===== src/rtl/osr_pkg.sv =====
package osr_pkg;

   typedef enum logic [1:0] {
      OSR_SUM    = 2'b00,
      OSR_INTERP = 2'b01,
      OSR_SPLIT  = 2'b10,
      OSR_Q2R    = 2'b11
   } osr_mode_e;

   // Bit 0 of the mode marks the interpolating modes
   function automatic logic osr_is_interp(input logic [1:0] m);
      return m[0];
   endfunction

   // One input beat becomes two output beats on port A
   function automatic logic osr_two_beat(input logic [1:0] m, input logic ilv);
      return m[0] & ilv;
   endfunction

   // Port B carries data only when it is routed a leg
   function automatic logic osr_b_used(input logic [1:0] m, input logic ilv);
      return (m == OSR_SPLIT) || (m[0] && !ilv);
   endfunction

endpackage


===== src/rtl/osr_route.sv =====
module osr_route #(
   parameter int IN_W  = 20,
   parameter int SUM_W = IN_W + 1
) (
   input  logic [1:0]             mode,
   input  logic                   int_mux,
   input  logic signed [IN_W-1:0] leg_up,
   input  logic signed [IN_W-1:0] leg_lo,
   output logic signed [SUM_W-1:0] lane_a,
   output logic signed [SUM_W-1:0] lane_b,
   output logic                    b_used
);
   import osr_pkg::*;

   localparam int EXT = SUM_W - IN_W;

   logic signed [SUM_W-1:0] up_x, lo_x;

   assign up_x = {{EXT{leg_up[IN_W-1]}}, leg_up};
   assign lo_x = {{EXT{leg_lo[IN_W-1]}}, leg_lo};

   always_comb begin
      lane_a = up_x;
      lane_b = lo_x;
      b_used = osr_b_used(mode, int_mux);
      unique case (osr_mode_e'(mode))
         OSR_SUM: begin
            lane_a = up_x + lo_x;
            lane_b = '0;
         end
         OSR_SPLIT: begin
            lane_a = up_x;
            lane_b = lo_x;
         end
         OSR_INTERP, OSR_Q2R: begin
            lane_a = up_x;
            lane_b = int_mux ? '0 : lo_x;
         end
         default: begin
            lane_a = up_x;
            lane_b = '0;
         end
      endcase
   end

endmodule


===== src/rtl/osr_shape.sv =====
module osr_shape #(
   parameter int W        = 21,
   parameter int OUT_W    = 16,
   parameter int RND_W    = 3,
   parameter int MIN_PREC = 8
) (
   input  logic signed [W-1:0] din,
   input  logic [RND_W-1:0]    rnd_code,
   input  logic                fmt_offset,
   output logic [OUT_W-1:0]    dout
);
   localparam int MAXD = OUT_W - MIN_PREC;
   localparam int WX   = W + 2;
   localparam logic signed [WX-1:0] HI = {{(WX-OUT_W+1){1'b0}}, {(OUT_W-1){1'b1}}};
   localparam logic signed [WX-1:0] LO = ~HI;

   logic signed [WX-1:0] xe, rounded;
   logic [OUT_W-1:0]     clamped;

   assign xe = {{2{din[W-1]}}, din};

   generate
      if (MAXD == 0) begin : g_fixed
         assign rounded = xe;
      end else begin : g_round
         localparam int DW = $clog2(MAXD + 1);
         logic [DW-1:0]        drop;
         logic signed [WX-1:0] half, keep_mask;
         always_comb begin
            if (int'(rnd_code) > MAXD) drop = DW'(MAXD);
            else                       drop = DW'(rnd_code);
            half      = (drop == '0) ? '0 : (WX'(1) << (drop - DW'(1)));
            keep_mask = ~((WX'(1) << drop) - WX'(1));
         end
         assign rounded = (xe + half) & keep_mask;
      end
   endgenerate

   always_comb begin
      if (rounded > HI)      clamped = HI[OUT_W-1:0];
      else if (rounded < LO) clamped = LO[OUT_W-1:0];
      else                   clamped = rounded[OUT_W-1:0];
   end

   assign dout = clamped ^ {fmt_offset, {(OUT_W-1){1'b0}}};

endmodule


===== src/rtl/outstage_router.sv =====
module outstage_router #(
   parameter int IN_W     = 20,
   parameter int OUT_W    = 16,
   parameter int RND_W    = 3,
   parameter int MIN_PREC = 8
) (
   input  logic                clk,
   input  logic                rst_n,
   input  logic                in_valid,
   input  logic [IN_W-1:0]     in_up,
   input  logic [IN_W-1:0]     in_lo,
   input  logic [1:0]          mode,
   input  logic                int_mux,
   input  logic                fmt_offset,
   input  logic [RND_W-1:0]    rnd_code,
   output logic                out_valid,
   output logic [OUT_W-1:0]    out_a,
   output logic [OUT_W-1:0]    out_b
);
   import osr_pkg::*;

   localparam int SUM_W = IN_W + 1;
   localparam int LANES = 2;

   if (IN_W < OUT_W) begin : g_bad_width
      $error("IN_W must be at least OUT_W");
   end
   if (MIN_PREC < 1 || MIN_PREC > OUT_W) begin : g_bad_prec
      $error("MIN_PREC must lie in 1..OUT_W");
   end
   if (RND_W < 1) begin : g_bad_rnd
      $error("RND_W must be at least 1");
   end

   logic signed [SUM_W-1:0] route_a, route_b;
   logic                    route_b_used;
   logic                    pend_q;
   logic signed [IN_W-1:0]  hold_q;
   logic signed [SUM_W-1:0] lane_in  [LANES];
   logic [OUT_W-1:0]        lane_out [LANES];
   logic                    second_beat;

   osr_route #(.IN_W(IN_W), .SUM_W(SUM_W)) u_route (
      .mode    (mode),
      .int_mux (int_mux),
      .leg_up  (in_up),
      .leg_lo  (in_lo),
      .lane_a  (route_a),
      .lane_b  (route_b),
      .b_used  (route_b_used)
   );

   assign second_beat = pend_q && !in_valid;

   always_comb begin
      lane_in[0] = second_beat ? {hold_q[IN_W-1], hold_q} : route_a;
      lane_in[1] = route_b;
   end

   for (genvar g = 0; g < LANES; g++) begin : g_lane
      osr_shape #(
         .W(SUM_W), .OUT_W(OUT_W), .RND_W(RND_W), .MIN_PREC(MIN_PREC)
      ) u_shape (
         .din        (lane_in[g]),
         .rnd_code   (rnd_code),
         .fmt_offset (fmt_offset),
         .dout       (lane_out[g])
      );
   end

   always_ff @(posedge clk or negedge rst_n) begin
      if (!rst_n) begin
         out_valid <= 1'b0;
         out_a     <= '0;
         out_b     <= '0;
         pend_q    <= 1'b0;
         hold_q    <= '0;
      end else if (in_valid) begin
         out_valid <= 1'b1;
         out_a     <= lane_out[0];
         out_b     <= route_b_used ? lane_out[1] : '0;
         pend_q    <= osr_two_beat(mode, int_mux);
         hold_q    <= in_lo;
      end else if (pend_q) begin
         out_valid <= 1'b1;
         out_a     <= lane_out[0];
         out_b     <= '0;
         pend_q    <= 1'b0;
      end else begin
         out_valid <= 1'b0;
      end
   end

endmodule


===== config.mk =====
export PLATFORM = sky130hd
export DESIGN_NAME = outstage_router
export DESIGN_NICKNAME = d
export VERILOG_FILES = /design/src/rtl/osr_pkg.sv /design/src/rtl/osr_route.sv /design/src/rtl/osr_shape.sv /design/src/rtl/outstage_router.sv
export SDC_FILE = /design/constraint.sdc
export NUM_CORES = 1
export LEC_CHECK = 0
export BUFFER_PORTS_ARGS = -buffer_cell sky130_fd_sc_hd__buf_4
export CAP_MARGIN = 5
export CORE_UTILIZATION = 42
export DETAILED_ROUTE_END_ITERATION = 6
export SYNTH_ARGS = -nofsm -noshare
export SYNTH_HDL_FRONTEND = slang
export SYNTH_SLANG_ARGS = --single-unit

===== constraint.sdc =====
create_clock -name clk -period 3.9 [get_ports clk]
set_clock_uncertainty 0.2 [all_clocks]
set_input_delay 0.195 -clock clk [delete_from_list [all_inputs] [get_ports clk]]
set_output_delay 0.195 -clock clk [all_outputs]
set_load 0.03 [all_outputs]

After elaboration in Yosys (flattened, before gate mapping)
Index checks and enable logic that the tools add are counted.
Word-level totals
  output and inout bits: 33
  input port bits: 50
  logic and storage cells: 52
  register bits after elaboration: 54
Operators by class
  $add $sub $neg: 5
  bitwise operators: 6
  shifts and indexed selects: 2
  eq/ne operators: 3
  reduce and logical (&&, ||, !) cells: 10
  multiplexer cells: 17
  $lt $le $gt $ge: 4
Operators with widths (count)
  16-bit two-way mux: 9
  21-bit case mux with 3 select lines: 1
  21-bit by 23-bit adder with 23-bit output: 2
  23-bit bitwise AND: 2
  23-bit by 16-bit > comparator with 1-bit output, second input constant: 2
  23-bit by 16-bit < comparator with 1-bit output, second input constant: 2
  21-bit two-way mux: 2
  21-bit case mux with 2 select lines: 1
  16-bit bitwise XOR: 2
  23-bit two-way mux: 1
  23-bit NOT: 1
  1-bit by 3-bit << shifter with 23-bit output, first input constant: 1
  1-bit by 4-bit << shifter with 23-bit output, first input constant: 1
  23-bit by 2-bit subtractor with 23-bit output, second input constant: 1
  20-bit by 20-bit adder with 21-bit output: 1
  2-bit equality test, second input constant: 2
  4-bit zero test: 1
  3-bit by 1-bit subtractor with 4-bit output, second input constant: 1
  1-bit two-way mux: 3
  3-bit OR reduction: 1
  2-bit by 1-bit equality test with 1-bit output, second input constant: 1
  1-bit logical AND: 2
  1-bit zero test: 2
  2-bit zero test: 1
  4 further kinds: 4

Longest topological paths before layout
Gate-level depths: netlist of the first run.
  word-level depth: 12
  depth in mapped cells: 25
  depth with buffers taken out: 24

By module
From an unflattened synthesis of the first run, not the netlist that was laid out.
Unflattened totals
  cells, all modules: 707
  area total of the unflattened synthesis: 6314.8 um^2
Modules (own cells, without submodules)
  osr_shape: cells an instance 167, area an instance 1222.4 um^2, sequential area each 0.0 um^2, times used 2
  outstage_router: cells an instance 142, area an instance 2332.2 um^2, sequential area each 1351.3 um^2, times used 1
  osr_route: cells an instance 231, area an instance 1537.7 um^2, sequential area each 0.0 um^2, times used 1

Worst setup path before layout of the first run
No wires, ideal clock.
  kind: input port to flip-flop
  from: input port in_up[0]
  to: register out_a[10]
  arrival time: 4191 ps
  cell stages on the path: 25
  library setup time: 87 ps
  path buffers: 1
  slack: -578 ps
  cell sequence: ha_1 > inv_1 > fa_1 > nand2b_1 > a21o_1 > a21boi_0 > o21ai_0 > a21oi_1 > o21ai_0 > nand2_1 > xor2_1 > nand2_1 > a31oi_1 > ha_1 > nand4_1 > inv_1 > a221oi_1 > o211ai_2 > nand2_2 > mux2_4 > o21ai_1 > a2111oi_4 > buf_6 > a211oi_1 > a211oi_2
Between the ends
  word-level cells in the longest chain between the ends: 11
Ends and longest elaborated chain
  from (decl): RTL line outstage_router.sv:10  | input logic [IN_W-1:0] in_up,
  20-bit by 20-bit adder with 21-bit output: RTL line osr_route.sv:28  | lane_a = up_x + lo_x;
  21-bit case mux with 2 select lines (*): RTL line osr_route.sv:26  | unique case (osr_mode_e'(mode))
  21-bit two-way mux (*): RTL line outstage_router.sv:56  | lane_in[0] = second_beat ? {hold_q[IN_W-1], hold_q} : route_a;
  21-bit by 23-bit adder with 23-bit output (*): RTL line osr_shape.sv:35  | assign rounded = (xe + half) & keep_mask;
  23-bit bitwise AND (*): RTL line osr_shape.sv:35
  23-bit by 16-bit < comparator with 1-bit output: RTL line osr_shape.sv:41  | else if (rounded < LO) clamped = LO[OUT_W-1:0];
  16-bit two-way mux: RTL line osr_shape.sv:41
  16-bit two-way mux (*): RTL line osr_shape.sv:40  | if (rounded > HI) clamped = HI[OUT_W-1:0];
  16-bit bitwise XOR (*): RTL line osr_shape.sv:45  | assign dout = clamped ^ {fmt_offset, {(OUT_W-1){1'b0}}};
  16-bit two-way mux: RTL line outstage_router.sv:84  | end else if (pend_q) begin
  16-bit two-way mux (*): RTL line outstage_router.sv:78  | end else if (in_valid) begin
  to (signal assigned): RTL line outstage_router.sv:80  | out_a <= lane_out[0];
  to (signal assigned): RTL line outstage_router.sv:86  | out_a <= lane_out[0];
  to (decl): RTL line outstage_router.sv:17  | output logic [OUT_W-1:0] out_a,
Every way passes the cells marked *; elsewhere a longest branch is shown, timed or not. The select of a mux whose other input is x is not followed.
A chain may end at the register's enable or synchronous reset.

Worst setup path in the final report of the first run
  from: input port in_lo[3]
  to: register out_a[4]
Between the ends
  word-level cells in the longest chain between the ends: 11
Ends and longest elaborated chain
  from (decl): RTL line outstage_router.sv:11  | input logic [IN_W-1:0] in_lo,
  20-bit by 20-bit adder with 21-bit output (*): RTL line osr_route.sv:28
  21-bit case mux with 2 select lines (*): RTL line osr_route.sv:26
  21-bit two-way mux (*): RTL line outstage_router.sv:56
  21-bit by 23-bit adder with 23-bit output (*): RTL line osr_shape.sv:35
  23-bit bitwise AND (*): RTL line osr_shape.sv:35
  23-bit by 16-bit < comparator with 1-bit output: RTL line osr_shape.sv:41
  16-bit two-way mux: RTL line osr_shape.sv:41
  16-bit two-way mux (*): RTL line osr_shape.sv:40
  16-bit bitwise XOR (*): RTL line osr_shape.sv:45
  16-bit two-way mux: RTL line outstage_router.sv:84
  16-bit two-way mux (*): RTL line outstage_router.sv:78
Marked as above.

==> qor.yml, run 1 <==
wl_per_cell_um: 17.82
yosys.area.top_type_share_pct: 22.82
synthArstFlopShare_pct: 100.0
ys_seq_area_share_pct: 22.82
drt-total-wl_um: 20440
gp_congestion: 0.9401
grt.overflow.total: 0
num-nets-final: 1073
synth-edff-count: 0
viasPerCell: 5.608
placed_area_mm2: 0.007801
die-area_mm2: 0.01458
fin_crit_sh_pct: 107.7
p_int_uw: 1661
layout-drive-gt1-share_pct: 33.82
grt_pass1_wl_um: 32370
initial_core_util_pct: 42.83
yosysTopAreaCell: "dfrtp_1"
syn_to_final_growth_pct: 42.21
p_leak_uw: 0.003974
grt_max_degree: 55
stdcell_area_mm2: 0.008422
status: "finished, violations left"
setup_tns_ns: -4.037
core_mm2: 0.01383
fillers: 1253
grt_pass1_vias: 6387
drtIter0Drc: 516
tightest_slew_ns: 1.394
pwr-share-seq_pct: 25.6
fin_crit_ns: 4.200
yosysMostFrequentCell: "nand2_1"
io_buffers: 82
diodes: 0
finalWorstSetupSlack_ns: -0.3001
peakVddDrop_mv: 0.1855
route.vias.total: 6432
finalSetupViolCount: 16
die_x_um: 120.7
relSlewSlack_pct: 6.717
worst_ep_arrival_time_ns: 4.18
synth-main-ff-cell: "dfrtp_1"
endpoint_kind: "flip-flop"
cts.sinks: 54
clockBufferDepth: 2
place_hpwl_um: 16020
ys_seq_elements: 54
cts_tree: "yes"
slew_viol_final: 0
p_per_area_mw_per_mm2: 321.2
antenna_found_initial: 0
root_buffer: "clkbuf_16"
violations: "setup timing"
min_path_type: "input port to flip-flop"
ys_types: 76
die_y_um: 120.7
rsz0062_at_grt: "yes"
synth_area_mm2: 0.005922
yosysWarnings: 0
num_rows: 43
yosys-top-cells-area: "dfrtp_1, ha_1, a21oi_1"
pin_count: 83
cts_inserted_buffers: 5
p_comb_share_pct: 52.3
post-place-ws_ns: -0.8157
p_sw_uw: 1044
insertion_delay_ns: 0.31
fin_util_pct: 60.91
h-tree-depth: 2
synth_area_per_cell_um2: 8.003
drtAntennaViolNets: 0
clk_pin_slew_ns: 0.07
maxCapViolCount: 0
drc: 0
crit_fanout: 8
grt_usage_pct: 28.55
critPathLaunchType: "input port"
required_ns: 3.88
synth_commonest_cells: "nand2_1, a21oi_1, nor2_1"
drt-pass1-iter-count: 5
synthCells: 740
hold_violations: 0
swShare_pct: 38.61
clkPwrFrac_pct: 22.2
fmax_ghz: 0.2381
worstSetupPathType: "input port to flip-flop"
==> placed cells by master, fill, tap and decap left out, drive strengths merged, types with 18 or more instances in the layout <==
master / synthesis / final
nor3: 18 / 18
conb: 1 / 20
nor2: 56 / 56
xnor2: 24 / 24
dfrtp: 54 / 54
ha: 54 / 54
nand3: 20 / 20
a21oi: 64 / 64
and2: 20 / 20
nand2: 78 / 78
mux2: 23 / 23
o21ai: 52 / 52
a211oi: 22 / 22
buf: 15 / 223
a21o: 22 / 22
inv: 31 / 31
==> area by class of cell <==
cell class | instances | area (µm²) | area share (%)
flip-flops and latches | 54 | 1351 | 16.05
repair buffers | 231 | 1873 | 22.24
well taps | 180 | 225.2 | 2.674
clock buffers | 5 | 125.1 | 1.486
multi-input cells | 642 | 4658 | 55.31
inverters | 32 | 120.1 | 1.426
clock inverters | 3 | 68.82 | 0.8171
==> metrics by stage <==
stage / hold slack, ns / total power (µW) / instances
floorplan: -0.3006 / 1490 / 759
global placement: 0.09470 / 1983 / 1121
detailed placement: 0.1020 / 2007 / 1121
CTS: 0.002324 / 2670 / 1144
global route: 0.03634 / 2861 / 1147
finish: 0.005481 / 2705 / 1147
==> kinds of logic (layout without fill, tap and decap cells) <==
| kind of cell | Yosys count | in the layout | share of synthesized area [%] |
|---|---|---|---|
| buffers and inverters | 63 | 271 | 4.796 |
| other | 1 | 20 | 0.06332 |
| muxes | 26 | 26 | 4.944 |
| DFF | 54 | 54 | 22.82 |
| AOI/OAI and AO/OA | 252 | 252 | 29.12 |
| and+or+nand+nor | 250 | 250 | 20.37 |
| adders and majority gates | 57 | 57 | 12.42 |
| xor gates and xnor gates | 37 | 37 | 5.472 |
==> what timing repair did <==
action / 4_1_cts / 5_1_grt
setup buffers: 7 / 3
hold buffers: 8 / 0
hold endpoints to repair: 61 / 0
endpoints found under the setup margin: 16 / 31
pin swaps: 35 / 13
gates cloned: 1 / 0
gates resized for setup: 35 / 17
==> worst max-delay path: stages <==
cell and delay [ns]:
buf_4 0.13, ha_4 0.26, buf_4 0.10, o211ai_1 0.09, o211a_1 0.29, o21ai_1 0.25
a31oi_2 0.14, xnor2_1 0.17, nor2_1 0.06, a21oi_1 0.13, o21ai_1 0.10, ha_1 0.32
nand4_1 0.13, inv_1 0.06, a221oi_2 0.30, o211ai_2 0.17, nand2_2 0.10, mux2_4 0.33
o21ai_4 0.17, a2111oi_4 0.08, buf_4 0.18, buf_12 0.14, a211oi_1 0.20, a211oi_1 0.07
==> final timing paths <==
check                      slack [ns]         to  depth (start not counted)        from
min in group asynchronous        0.29  out_b[13]                          2       rst_n
hold / removal                  0.005  out_a[15]                          3  fmt_offset
setup reg to reg                -0.05   out_a[8]                         17      pend_q
hold reg to reg                  0.29  out_b[12]                          2   out_b[12]
max in group asynchronous        2.72  out_a[12]                          2       rst_n
setup / recovery                -0.30   out_a[4]                         24    in_lo[3]
==> state kept, by name, summed over array words and instances (netlist names) <==
register and cells:
out_b 16, hold_q 20, pend_q 1, out_a 16, out_valid 1
==> power by group through the flow <==
stage / clock (µW) / combinational [µW] / sequential (µW)
2_1_floorplan: 0 / 676 / 814
3_3_place_gp: 0 / 1290 / 697
3_5_place_dp: 0 / 1310 / 701
4_1_cts: 611 / 1370 / 692
5_1_grt: 625 / 1530 / 703
6_report: 600 / 1410 / 691
==> per-layer routing <==
metal  share of wire [%]  up-vias  global-route usage (%)
met2                  49      173                   50.29
met5                   0        -                       0
li1                    -     3143                       -
met3                 4.2       37                   3.585
met1                  44     3079                   35.83
met4                 2.8        0                   9.491
Power figures use the tool's default switching activity.
==> inputs of run 2 (changes only) <==
==> constraint.sdc (replaced) <==
create_clock -name clk -period 3.9 [get_ports clk]
set_clock_uncertainty 0.2 [all_clocks]
set_input_delay 0.585 -clock clk [delete_from_list [all_inputs] [get_ports clk]]
set_output_delay 0.585 -clock clk [all_outputs]
set_load 0.03 [all_outputs]
==> run 2 against run 1 <==
  * The flow still finishes with violations (setup timing)
  * Sequential share of layout area decreased by 0.51 points
  * Worst hold slack improved by 0.13 ns
  * Sequential power about the same
  * Cell count increased by 2.5%
  * Global-route usage increased by 0.41 points
  * Setup slack got worse by 0.44 ns
  * Clock power decreased by 21%
  * Power decreased by 2.5%
  * Die area unchanged
  * Critical path depth increased by 1
  * Register-to-register slack got worse by 0.16 ns
  * Maximum frequency decreased by 9.4%
  * Largest cell class unchanged
  * Largest power group unchanged
  * Highest routed layer is now met5
==> qor.yml, run 2 (same netlist as run 1, synthesis figures left out) <==
status: "finished, violations left"
violations: "setup timing"
pin_count: 83  # unchanged
p_leak_uw: 0.004121  # +3.7%
r2r-end: "out_a[8]"
hold_violations: 0  # unchanged
clk_pin_slew_ns: 0.08  # about the same
grt.overflow.total: 0  # unchanged
clockBufferDepth: 2  # unchanged
wl_per_cell_um: 17.40  # -2.3%
tightest_slew_ns: 1.142  # -0.2524 ns
h-tree-depth: 2  # unchanged
rr_worst_depth: 18  # +1
grt_max_degree: 55  # unchanged
drtAntennaViolNets: 0  # unchanged
drc: 0  # unchanged
initial_core_util_pct: 42.83  # unchanged
fin_crit_ns: 4.636  # +0.4359 ns
place_hpwl_um: 16410  # +2.4%
cp.buffers_inverters: 7  # +2
slowest_delay_ns: 0.33  # about the same
min_path_type: "input port to async pin"
crit_family: "compound AO/OA/AOI/OAI gates"
p_per_area_mw_per_mm2: 303.0  # -5.7%
final_common_cell: "buf_4"
setup_tns_ns: -11.29  # -7.254 ns
reg.largest.list: "hold_q: 20 flops, out_a: 16 flops, out_b: 16 flops"
route.vias.total: 6514  # +1.3%
r2r_start: "pend_q"
drtIter0Drc: 530  # +2.7%
drt-pass1-iter-count: 5  # unchanged
io_buffers: 82  # unchanged
root_buffer: "clkbuf_16"
fmax_ghz: 0.2157  # -9.4%
finalSetupViolCount: 16  # unchanged
grt_pass1_wl_um: 32930  # +1.7%
dp_cells: 1149  # +2.5%
cp_common_cell: "buf_4"
layout-drive-gt1-share_pct: 37.65  # +3.8 points
antenna_found_initial: 1  # +1
largest_register_ffs: 20  # unchanged
relSlewSlack_pct: 23.61  # +17 points
crit_fanout: 15  # +7
gp_congestion: 0.8951  # -4.8%
cts_inserted_buffers: 5  # unchanged
insertion_delay_ns: 0.30  # about the same
most-common-layout-cells: "buf_4, nand2_1, a21oi_1"
worst_ep_arrival_time_ns: 4.62  # +0.44 ns
worstSetupPathType: "input port to flip-flop"
die_x_um: 120.7  # unchanged
viasPerCell: 5.539  # -1.2%
grt_usage_pct: 28.97  # +0.41 points
cts_tree: "yes"
final_cells: 1176  # +2.5%
fin_util_pct: 62.93  # +2.0 points
endpoint_kind: "flip-flop"
finalWorstSetupSlack_ns: -0.7360  # -0.4359 ns
cpMaxStageDelayCell: "fa_2"
drt-total-wl_um: 20470  # +0.13%
peakVddDrop_mv: 0.2027  # +9.3%
cts_hold_buf: 0  # -8
maxCapViolCount: 0  # unchanged
syn_to_final_growth_pct: 46.93
rrSetupSlack_ns: -0.21  # -0.16 ns
num_rows: 43  # unchanged
cts.sinks: 54  # unchanged
required_ns: 3.88  # about the same
fin_crit_sh_pct: 118.9  # +11 points
die-area_mm2: 0.01458  # unchanged
grt_pass1_vias: 6594  # +3.2%
core_mm2: 0.01383  # unchanged
diodes: 0  # unchanged
num-nets-final: 1102  # +2.7%
slew_viol_final: 0  # unchanged
critPathLaunchType: "input port"
die_y_um: 120.7  # unchanged
rsz0062_at_grt: "yes"
regMostFlops: "hold_q"
crit_start: "in_up[0]"
run 2: cell types whose count changed in the layout (fill, tap and decap cells not counted), sizes merged:
cell | previous run | this run
dlygate4sd3 | 8 | 0
bufinv | 2 | 0
clkinvlp | 0 | 1
clkbuf | 5 | 6
buf | 223 | 260
run 2: worst register-to-register path, cell delays in order, from the launching register on:
cell	delay [ns]
dfrtp_1	0.37
buf_4	0.14
nand2b_1	0.31
nand2_1	0.11
nand2_1	0.11
inv_1	0.06
fa_1	0.45
and2b_1	0.23
o31ai_1	0.10
a211oi_2	0.30
o211ai_1	0.21
o21ai_2	0.22
buf_4	0.14
buf_4	0.10
nand3b_1	0.09
a211o_1	0.30
a211oi_4	0.26
buf_12	0.19
a31oi_1	0.10
run 2: area by class of cell:
cell class                      instances  area [µm²]
Inverter                               32       120.1
Sequential cell                        54        1351
Clock inverter                          2       12.51
Tap cell                              180       225.2
Clock buffer                            6       138.9
Multi-Input combinational cell        642        4765
Timing Repair Buffer                  260        2088
Fill cell                            1248        5126
run 2: metal layers:
layer	global-route usage, %	up-vias	share of wire (%)	wire length, µm
met5	0	-	0.059	12
met4	7.870	2	2.1	429
met3	3.538	32	4.3	871
met2	51.40	183	50	10190
met1	36.80	3092	44	8967
li1	-	3205	-	-
run 2: how the worst max path moves through the flow:
stage | end | depth (start not counted) | slack (ns)
after floorplan | out_a[10] | 24 | -0.75
after global placement | out_a[2] | 22 | -1.08
after detailed placement | out_a[2] | 22 | -1.21
after CTS | out_a[0] | 27 | -0.69
after global routing | out_a[1] | 26 | -1.0
final | out_a[8] | 25 | -0.74
run 2: metrics by stage:
stage	setup slack (ns)	hold slack [ns]	cell area (µm²)	power (µW)
detailed placement	-1.212	0.2795	8035	2044
floorplan	-0.7480	0.08941	6126	1496
global route	-0.9985	0.1893	8701	2798
finish	-0.7360	0.1342	8701	2637
CTS	-0.6863	0.1762	8478	2571
global placement	-1.081	0.2715	8035	2014
run 2: timing repair:
action	CTS	global route
gates resized for setup	43	36
setup buffers	11	9
setup endpoints to repair	31	31
pin swaps	20	23
cloned	0	0
run 2: report_power, final:
| part | switching, µW | total (µW) | internal [µW] |
|---|---|---|---|
| logic | 781 | 1470 | 689 |
| registers | 50.9 | 693 | 642 |
| clock network | 218 | 474 | 255 |
==> inputs of run 3 (changes only) <==
--- a/config.mk
+++ b/config.mk
@@ -9,6 +9,8 @@
 export CAP_MARGIN = 5
 export CORE_UTILIZATION = 42
 export DETAILED_ROUTE_END_ITERATION = 6
+export SLEW_MARGIN = 20
 export SYNTH_ARGS = -nofsm -noshare
 export SYNTH_HDL_FRONTEND = slang
+export SYNTH_HIERARCHICAL = 1
 export SYNTH_SLANG_ARGS = --single-unit
==> run 3 against run 2 <==
  * The run still ends with setup timing left
  * Cell count is 1.9% lower
  * Register-to-register slack better by 0.21 ns
  * Core utilization fell by 1.4 points
  * First-iteration DRC count fell by 24%
  * Synthesized area grew 6.6%
  * Combinational power about the same
  * Setup slack better by 0.22 ns
  * Critical endpoint is now out_a[3]
==> qor.yml, run 3 <==
status: "finished, violations left"
violations: "setup timing"
whs_ns: 0.1067  # -0.02750 ns
die-area_mm2: 0.01553  # +6.5%
drc: 0  # unchanged
slowest_delay_ns: 0.38  # +0.05 ns
most-common-layout-cells: "buf_4, nand2_1, dfrtp_1"
wl_met2_um: 10030  # -1.5%
cts.sinks: 54  # unchanged
path_depth: 18  # -28%
worstSetupPathType: "input port to flip-flop"
finalWorstSetupSlack_ns: -0.5149  # +0.2211 ns
die_x_um: 124.6  # +3.2%
root_buffer: "clkbuf_16"
drtIter0Drc: 402  # -24%
route.vias.total: 6507  # -0.11%
hold_violations: 0  # unchanged
rr_worst_depth: 12  # -6
drtAntennaViolNets: 0  # unchanged
viasPerCell: 5.639  # +1.8%
cpMaxStageDelayCell: "o41ai_2"
worst_ep_arrival_time_ns: 4.41  # -0.21 ns
fin_crit_ns: 4.415  # -0.2211 ns
synth_area_mm2: 0.006315  # +6.6%
yosys-top-cells-area: "dfrtp_1, ha_1, mux2_4"
largest_register_ffs: 20  # unchanged
num-nets-final: 1074  # -2.5%
p_leak_uw: 0.004350  # +5.6%
core_mm2: 0.01459  # +5.5%
relSlewSlack_pct: 43.27  # +20 points
synth_commonest_cells: "nand2_1, a21oi_1, dfrtp_1"
h-tree-depth: 2  # unchanged
gp_congestion: 0.8967  # +0.18%
ys_seq_area_share_pct: 21.40  # -1.4 points
grt_usage_pct: 25.93  # -3.0 points
initial_core_util_pct: 43.28  # +0.46 points
ys_seq_elements: 54  # unchanged
synthCells: 707  # -4.5%
fillers: 1276  # +2.2%
tightest_slew_ns: 0.8505  # -0.2912 ns
synth-edff-count: 0  # unchanged
yosysMostFrequentCell: "nand2_1"
rsz0062_at_grt: "yes"
clockBufferDepth: 2  # unchanged
p_per_area_mw_per_mm2: 300.3  # -0.90%
fin_crit_sh_pct: 113.2  # -5.7 points
synth_area_per_cell_um2: 8.932  # +12%
finalSetupViolCount: 15  # -1
endpoint_kind: "flip-flop"
critPathLaunchType: "input port"
yosys.area.top_type_share_pct: 21.40  # -1.4 points
top_layer: "met4"
syn_to_final_growth_pct: 42.14
required_ns: 3.90  # +0.02 ns
post-place-ws_ns: -0.9952  # +0.2166 ns
crit_family: "compound AO/OA/AOI/OAI gates"
cts_tree: "yes"
slew_viol_final: 0  # unchanged
yosysWarnings: 6  # +6
die_y_um: 124.6  # +3.2%
synth-main-ff-cell: "dfrtp_1"
min_path_type: "input port to async pin"
fin_util_pct: 61.53  # -1.4 points
diodes: 0  # unchanged
pin_count: 83  # unchanged
grt_pass1_vias: 6828  # +3.5%
regMostFlops: "hold_q"
synthArstFlopShare_pct: 100.0  # unchanged
maxCapViolCount: 0  # unchanged
wl_per_cell_um: 17.43  # +0.17%
insertion_delay_ns: 0.31  # about the same
met1_length_um: 8878  # -0.99%
peakVddDrop_mv: 0.1729  # -15%
place_hpwl_um: 15760  # -4.0%
grt.overflow.total: 0  # unchanged
drt-pass1-iter-count: 5  # unchanged
path_cells: "buf_6 -> ha_4 -> fa_2 -> a21oi_2 -> nand4b_1 -> nand2_2 -> xnor2_2 -> o21ai_1 -> mux2_4 -> ha_4 -> buf_6 -> a41oi_4 -> o41ai_2 -> mux2_4 -> o41a_1 -> buf_6 -> a31o_4 -> mux2_4"
cts_inserted_buffers: 5  # unchanged
met3WireLength_um: 714  # -18%
grt_max_degree: 55  # unchanged
reg.largest.list: "hold_q: 20 flops, out_a: 16 flops, out_b: 16 flops"
ys_types: 80  # +5.3%
cts_hold_buf: 0  # unchanged
cp.buffers_inverters: 3  # -4
num_rows: 44  # +2.3%
fmax_ghz: 0.2265  # +5.0%
io_buffers: 82  # unchanged
final_common_cell: "buf_4"
crit_fanout: 8  # -7
clk_pin_slew_ns: 0.08  # about the same
drt-total-wl_um: 20120  # -1.7%
antenna_found_initial: 0  # -1
yosysTopAreaCell: "dfrtp_1"
grt_pass1_wl_um: 32780  # -0.46%
layout-drive-gt1-share_pct: 43.09  # +5.4 points
run 3: power breakdown:
group	total (µW)	switching, µW	internal (µW)
registers	694	51.5	643
clock network	539	234	305
logic	1460	740	722
run 3: layout make-up:
| cell class | instances | area (µm²) | area share (%) |
|---|---|---|---|
| clock buffer | 5 | 125.1 | 1.394 |
| tap | 184 | 230.2 | 2.565 |
| inverter | 27 | 101.3 | 1.129 |
| clock inverter | 3 | 43.79 | 0.4879 |
| sequential | 54 | 1351 | 15.05 |
| multi-input combinational | 612 | 5086 | 56.66 |
| timing repair buffer | 269 | 2038 | 22.71 |
run 3: metrics by stage:
step	total power (µW)	cells	setup TNS [ns]	cell area, µm²
2_1_floorplan	1532	723	-8.159	6500
3_3_place_gp	2022	1133	-16.79	8411
3_5_place_dp	2039	1133	-18.46	8411
4_1_cts	2634	1145	-7.632	8726
5_1_grt	2848	1154	-10.02	8976
6_report	2696	1154	-7.440	8976
run 3: final timing paths:
check | from | end | slack, ns
setup / recovery | in_up[0] | out_a[3] | -0.51
hold / removal | rst_n | out_a[12] | 0.11
setup reg to reg | pend_q | out_a[3] | 0
hold reg to reg | out_a[15] | out_a[15] | 0.30
max in group asynchronous | rst_n | out_b[11] | 2.87
min in group clk | out_a[15] | out_a[15] | 0.30
run 3: layer usage:
metal | vias up | global-route usage (%)
li1 | 3162 | -
met2 | 165 | 47.32
met1 | 3145 | 30.81
met4 | 0 | 8.292
met5 | - | 0
met3 | 35 | 3.952
run 3: logic make-up after synthesis:
group / count (synthesis) / synth area share (%)
AOI/OAI and AO/OA: 227 / 26.77
and+or+nand+nor: 218 / 18.31
muxes: 62 / 12.30
buffers and inverters: 57 / 5.409
adders and majority gates: 55 / 11.25
DFF: 54 / 21.40
xor gates and xnor gates: 32 / 4.438
other: 2 / 0.1189
run 3: repair_timing:
item	in CTS	in global routing
cloned	1	0
endpoints found under the hold margin	0	0
pin swaps	16	19
setup endpoints to repair	16	31
gates resized for setup	26	37
buffers inserted	3	9
